<file path="src/rtl/eeprom_port_pkg.sv">
`timescale 1ns/1ps
package eeprom_port_pkg;

  // Register bit positions (software decodes these)
  localparam int unsigned BitGrant   = 7;
  localparam int unsigned BitPending = 6;
  localparam int unsigned BitReq     = 5;
  localparam int unsigned BitReady   = 4;
  localparam int unsigned BitCs      = 3;
  localparam int unsigned BitSck     = 2;
  localparam int unsigned BitDo      = 1;
  localparam int unsigned BitDi      = 0;

  // Control view handed from the control FSM to the datapath
  typedef struct packed {
    logic owned;
    logic ready;
    logic pending;
  } ctrlView_t;

  function automatic int unsigned delayCycles(int unsigned clkPs, int unsigned delayPs);
    return (delayPs + clkPs - 1) / clkPs;
  endfunction

endpackage

</file>
<file path="src/rtl/eeprom_port_ctrl.sv">
`timescale 1ns/1ps
module eeprom_port_ctrl
  import eeprom_port_pkg::*;
#(
  parameter int unsigned CLK_PS   = 4000,
  parameter int unsigned DELAY_PS = 800000
) (
  input  logic      clk,
  input  logic      rstN,
  input  logic      wrEn,
  input  logic      wrReqBit,
  input  logic      reqStored,
  input  logic      portBusy,
  output ctrlView_t view
);

  localparam int unsigned DlyCyc = delayCycles(CLK_PS, DELAY_PS);
  localparam int unsigned CntW   = (DlyCyc > 1) ? $clog2(DlyCyc) : 1;
  localparam logic [CntW-1:0] CntLast = CntW'(DlyCyc - 1);

  logic            owned;
  logic            ready;
  logic            timing;
  logic [CntW-1:0] cnt;

  always_ff @(posedge clk or negedge rstN) begin
    if (!rstN) begin
      owned  <= 1'b0;
      ready  <= 1'b0;
      timing <= 1'b0;
      cnt    <= '0;
    end else if (wrEn && !wrReqBit) begin
      owned  <= 1'b0;
      ready  <= 1'b0;
      timing <= 1'b0;
      cnt    <= '0;
    end else if (owned) begin
      if (wrEn) begin
        ready  <= 1'b0;
        timing <= 1'b1;
        cnt    <= '0;
      end else if (timing) begin
        if (cnt == CntLast) begin
          ready  <= 1'b1;
          timing <= 1'b0;
          cnt    <= '0;
        end else begin
          cnt <= cnt + 1'b1;
        end
      end
    end else if (reqStored && !portBusy) begin
      owned  <= 1'b1;
      ready  <= 1'b1;
      timing <= 1'b0;
      cnt    <= '0;
    end
  end

  always_comb begin
    view.owned   = owned;
    view.ready   = ready;
    view.pending = reqStored && !owned;
  end

endmodule

</file>
<file path="src/rtl/eeprom_port_dp.sv">
`timescale 1ns/1ps
module eeprom_port_dp
  import eeprom_port_pkg::*;
(
  input  logic       clk,
  input  logic       rstN,
  input  logic       wrEn,
  input  logic [7:0] wrData,
  input  ctrlView_t  view,
  input  logic       eeDataIn,
  output logic       reqStored,
  output logic [7:0] rdData,
  output logic       eeCs,
  output logic       eeSck,
  output logic       eeDo
);

  logic csBit;
  logic sckBit;
  logic doBit;
  logic unusedWrBits;

  assign unusedWrBits = ^{wrData[BitGrant], wrData[BitPending], wrData[BitReady], wrData[BitDi]};

  always_ff @(posedge clk or negedge rstN) begin
    if (!rstN) begin
      reqStored <= 1'b0;
      csBit     <= 1'b0;
      sckBit    <= 1'b0;
      doBit     <= 1'b0;
    end else if (wrEn) begin
      reqStored <= wrData[BitReq];
      csBit     <= wrData[BitCs];
      sckBit    <= wrData[BitSck];
      doBit     <= wrData[BitDo];
    end
  end

  always_comb begin
    eeCs  = view.owned && csBit;
    eeSck = view.owned && sckBit;
    eeDo  = view.owned && doBit;

    rdData             = '0;
    rdData[BitGrant]   = view.owned;
    rdData[BitPending] = view.pending;
    rdData[BitReq]     = reqStored;
    rdData[BitReady]   = view.ready;
    rdData[BitCs]      = csBit;
    rdData[BitSck]     = sckBit;
    rdData[BitDo]      = doBit;
    rdData[BitDi]      = view.owned && eeDataIn;
  end

endmodule

</file>
<file path="src/rtl/eeprom_bitbang_port.sv">
`timescale 1ns/1ps
module eeprom_bitbang_port
  import eeprom_port_pkg::*;
#(
  parameter int unsigned CLK_PS   = 4000,
  parameter int unsigned DELAY_PS = 800000
) (
  input  logic       clk,
  input  logic       rstN,
  input  logic       regWrEn,
  input  logic [7:0] regWrData,
  output logic [7:0] regRdData,
  input  logic       portBusy,
  output logic       portReq,
  output logic       portOwned,
  output logic       eeCs,
  output logic       eeSck,
  output logic       eeDo,
  input  logic       eeDataIn
);

  ctrlView_t view;
  logic      reqStored;

  eeprom_port_ctrl #(.CLK_PS(CLK_PS), .DELAY_PS(DELAY_PS)) i_ctrl (
    .clk      (clk),
    .rstN     (rstN),
    .wrEn     (regWrEn),
    .wrReqBit (regWrData[BitReq]),
    .reqStored(reqStored),
    .portBusy (portBusy),
    .view     (view)
  );

  eeprom_port_dp i_dp (
    .clk      (clk),
    .rstN     (rstN),
    .wrEn     (regWrEn),
    .wrData   (regWrData),
    .view     (view),
    .eeDataIn (eeDataIn),
    .reqStored(reqStored),
    .rdData   (regRdData),
    .eeCs     (eeCs),
    .eeSck    (eeSck),
    .eeDo     (eeDo)
  );

  assign portReq   = reqStored;
  assign portOwned = view.owned;

endmodule

</file>
<file path="config.mk">
export PLATFORM = sky130hd
export DESIGN_NAME = eeprom_bitbang_port
export DESIGN_NICKNAME = d
export VERILOG_FILES = /design/src/rtl/eeprom_port_pkg.sv /design/src/rtl/eeprom_port_ctrl.sv /design/src/rtl/eeprom_port_dp.sv /design/src/rtl/eeprom_bitbang_port.sv
export SDC_FILE = /design/constraint.sdc
export NUM_CORES = 1
export LEC_CHECK = 0
export ABC_AREA = 0
export BUFFER_PORTS_ARGS = -buffer_cell sky130_fd_sc_hd__buf_2
export CORE_UTILIZATION = 38
export DETAILED_ROUTE_END_ITERATION = 12
export GPL_TIMING_DRIVEN = 1
export PLACE_DENSITY = 0.59
export SLEW_MARGIN = 15
export SYNTH_ARGS = -nofsm -noshare
export SYNTH_HDL_FRONTEND = slang
export SYNTH_SLANG_ARGS = --single-unit
export TNS_END_PERCENT = 5
</file>
<file path="constraint.sdc">
create_clock -name clk -period 2.8 [get_ports clk]
set_input_delay 0.42 -clock clk [delete_from_list [all_inputs] [get_ports clk]]
set_output_delay 0.42 -clock clk [all_outputs]
set_load 0.01 [all_outputs]
</file>
==> flow_summary.ini <==
[timing]
maxSlewHeadroom = 0.710
setup_total_negative_slack_ns = 0
finalSetupViolCount = 0
hold_ws_ns = 0.0276
max_clock_freq_mhz = 562
min_cycle_time_layout_ns = 1.78
hold_viol = 0
timing_max_transition_violations_final = 0
tightest_pin_transition_ns = 0.435
final_min_period_over_clock_period = 0.636
grt_setup_unrepaired = false
fin_worst_skew_ns = 0.00341

[critical_path]
critical_path_class = reg2reg
crit_path_end_kind = flop
worstRegToRegCells = 4
setup.worst_path.start_class = flop
critical_path_required_ns = 2.96
cpPeakStageDelay_ns = 0.54
critical_path.max_fanout = 16
r2r_setup_slack_ns = 1.02
cp_top_family = simple AND/OR/NAND/NOR gates
regToRegStartpoint = i_ctrl.owned
path_cells = nor3b_2 -> a211oi_2 -> or2_1 -> a221o_1
timing.critical_path.buf_inv = 0
arrival_time_at_the_worst_endpoint_ns = 1.94
reg2reg_to = i_ctrl.cnt[6]
slowest_stage = sky130_fd_sc_hd__dfrtp_1

[synth]
synthMuxAreaShare = 0.0516
synth_largest_area_cell = sky130_fd_sc_hd__dfrtp_1
dominant_cells_by_area_after_synthesis = sky130_fd_sc_hd__dfrtp_1 43%, sky130_fd_sc_hd__a221o_1 5.7%, sky130_fd_sc_hd__buf_4 5.2%
synth_xor_xnor_area_share = 0
async_flop_share = 1.00
synth_top_family_by_area = simple AND/OR/NAND/NOR gates
ys_ff_latch = 15
predominant_post_synthesis_flop_cell = sky130_fd_sc_hd__dfrtp_1
syn_inst = 88
post_synth_most_frequent_cells = 15 x sky130_fd_sc_hd__dfrtp_1, 9 x sky130_fd_sc_hd__nor2_1, 6 x sky130_fd_sc_hd__buf_4, 5 x sky130_fd_sc_hd__a221o_1, 5 x sky130_fd_sc_hd__and3_1
post_synthesis_share_of_cell_area_spent_on_full_adders_half_adders_and_majority_gates = 0.0143
yosysMostFrequentCell = sky130_fd_sc_hd__dfrtp_1
area_share_of_the_leading_cell_type_in_the_synthesized_netlist = 0.430
ys.warnings.count = 0
post_synth_and_or_nand_nor_area_fraction = 0.262
synthesized_area_fraction_occupied_by_ao_oa_aoi_and_oai_cells = 0.166
netlist_area_um2 = 873
seq_area_frac_synth = 0.430
yosys.cell_types.count = 30
syn-mean-instance-area_um2 = 9.92
syn-num-nets = 102
synth-edff-count = 0

[grt]
met3_usage = 0.0556
global_route.usage.total = 0.156
grt_use_met1 = 0.194
global_route.usage.met2 = 0.245
largest_net_degree_at_the_start_of_global_routing = 17
first_global_vias = 623
grt_overflow_total = 0
top_usage_layer_grt = met2
antenna_found_initial = 0
grt_pass1_wl_um = 2890

[final_layout]
antenna_cells = 0
utilization = 0.475
fin_nets = 119
fin_cells = 131
flow.area_growth_from_synthesis_pct = 12.2
drive_gt1_frac = 0.317

[drt]
drtPass1Iterations = 4
post_route_drc = 0
dr_vias_cell = 5.14
detailedRoute.firstIterationViolations = 7
routed-via-count = 673
routed_wl_um = 1610
drtAntennaViolNets = 0
detail_route.wl_per_cell_um = 12.3

[floorplanning]
fp.dieH_um = 49.9
floorplan.io_pins = 26
initial_utilization = 0.424
design.core.area_um2 = 2060
placement_rows = 16
die_width_um = 49.9
die-area_um2 = 2490

[clock_tree]
cts_buffer_depth = 2
htree_num_levels = 1
root_buffer = sky130_fd_sc_hd__clkbuf_4
post_cts.repair.setup_buffers = 0
cts_hold_buffers = 0
post_cts.resized_instances = 0
clock_sink_count = 15
clock_insertion_delay_at_the_later_pin_of_the_skew_report_ns = 0.28
tritoncts.num_buffers = 3
tritoncts = built
cts.reportedPaths.clkPinSlew_ns = 0.08

[hold_path]
timing.hold.worst.class = in2async

[pwr]
p_leak_nw = 0.489
vdd.ir_drop.worst_v = 0.000261
power.density_cell_area_nw_per_um2 = 487
totalPowerFinal_w = 0.000477

[placement]
placer_s_final_routability_congestion_estimate = 0.811
port_buffers = 21
place_hpwl_um = 1210
dpl.cell_count = 127

[outcome]
run_status = finished clean

[flow_run]
cap_violations = 0
cell families (layout without fill, tap and decap cells):
logic type | Yosys count | after routing
AO/OA/AOI/OAI | 18 | 18
adder cells (fa/ha/maj) | 1 | 1
buffers and inverters | 11 | 27
flip-flops | 15 | 15
multiplexers | 4 | 4
AND/OR/NAND/NOR | 39 | 39
cell usage in the layout (no fill, tap or decap), types with 2 or more instances in the layout:
master                     instances
sky130_fd_sc_hd__a21oi_1           2
sky130_fd_sc_hd__a221o_1           5
sky130_fd_sc_hd__and2_1            4
sky130_fd_sc_hd__and2b_1           2
sky130_fd_sc_hd__and3_1            5
sky130_fd_sc_hd__buf_2            21
sky130_fd_sc_hd__clkbuf_4          3
sky130_fd_sc_hd__dfrtp_1          15
sky130_fd_sc_hd__inv_1             2
sky130_fd_sc_hd__mux2_2            4
sky130_fd_sc_hd__nand2_1           4
sky130_fd_sc_hd__nand2b_1          4
sky130_fd_sc_hd__nand3_1           2
sky130_fd_sc_hd__nor2_1            9
sky130_fd_sc_hd__o21ai_0           4
sky130_fd_sc_hd__o31ai_1           3
sky130_fd_sc_hd__or2_2             2
worst max-delay path by stage:
stage	start	to	slack, ns	cells past startpoint
3_5_place_dp	i_ctrl.owned	i_ctrl.cnt[6]	1.00	4
2_1_floorplan	i_ctrl.cnt[0]	i_ctrl.cnt[3]	1.20	5
6_report	i_ctrl.owned	i_ctrl.cnt[6]	1.02	4
5_1_grt	i_ctrl.owned	i_ctrl.cnt[6]	0.84	4
3_3_place_gp	regWrEn	i_ctrl.cnt[0]	0.99	5
4_1_cts	i_ctrl.owned	i_ctrl.cnt[6]	0.99	4
sequential cells by signal, summed over array words and instances, names as in the netlist:
name and cells:
i_ctrl.cnt 8, i_ctrl.owned 1, i_ctrl.ready 1, i_ctrl.timing 1, i_dp.csBit 1, i_dp.doBit 1
i_dp.reqStored 1, i_dp.sckBit 1
through the flow:
stage / setup slack [ns] / cell area [µm²]
detailed placement: 1.00 / 953
floorplan: 1.20 / 873
global placement: 0.989 / 953
finish: 1.02 / 980
CTS: 0.986 / 980
global route: 0.835 / 980
final cells by class:
| type | count | area, µm² |
|---|---|---|
| clock buffers | 4 | 26.3 |
| fillers | 204 | 1080 |
| inverters | 2 | 7.51 |
| multi-input cells | 62 | 432 |
| flip-flops and latches | 15 | 375 |
| well taps | 27 | 33.8 |
| repair buffers | 21 | 105 |
report_power, final:
part	leakage, nW	total, W	internal (W)	switching, W
sequential	0.196	0.000253	0.000234	0.0000195
clock	0.0150	0.000119	0.0000553	0.0000639
combinational	0.278	0.000105	0.0000484	0.0000563
layer usage:
layer  up-vias  share of wire
met4         0         0.0093
met5         -              0
met1       309           0.47
li1        348              -
met3         2          0.041
met2        14           0.48
No activity file was read; power rests on OpenSTA's default activity.
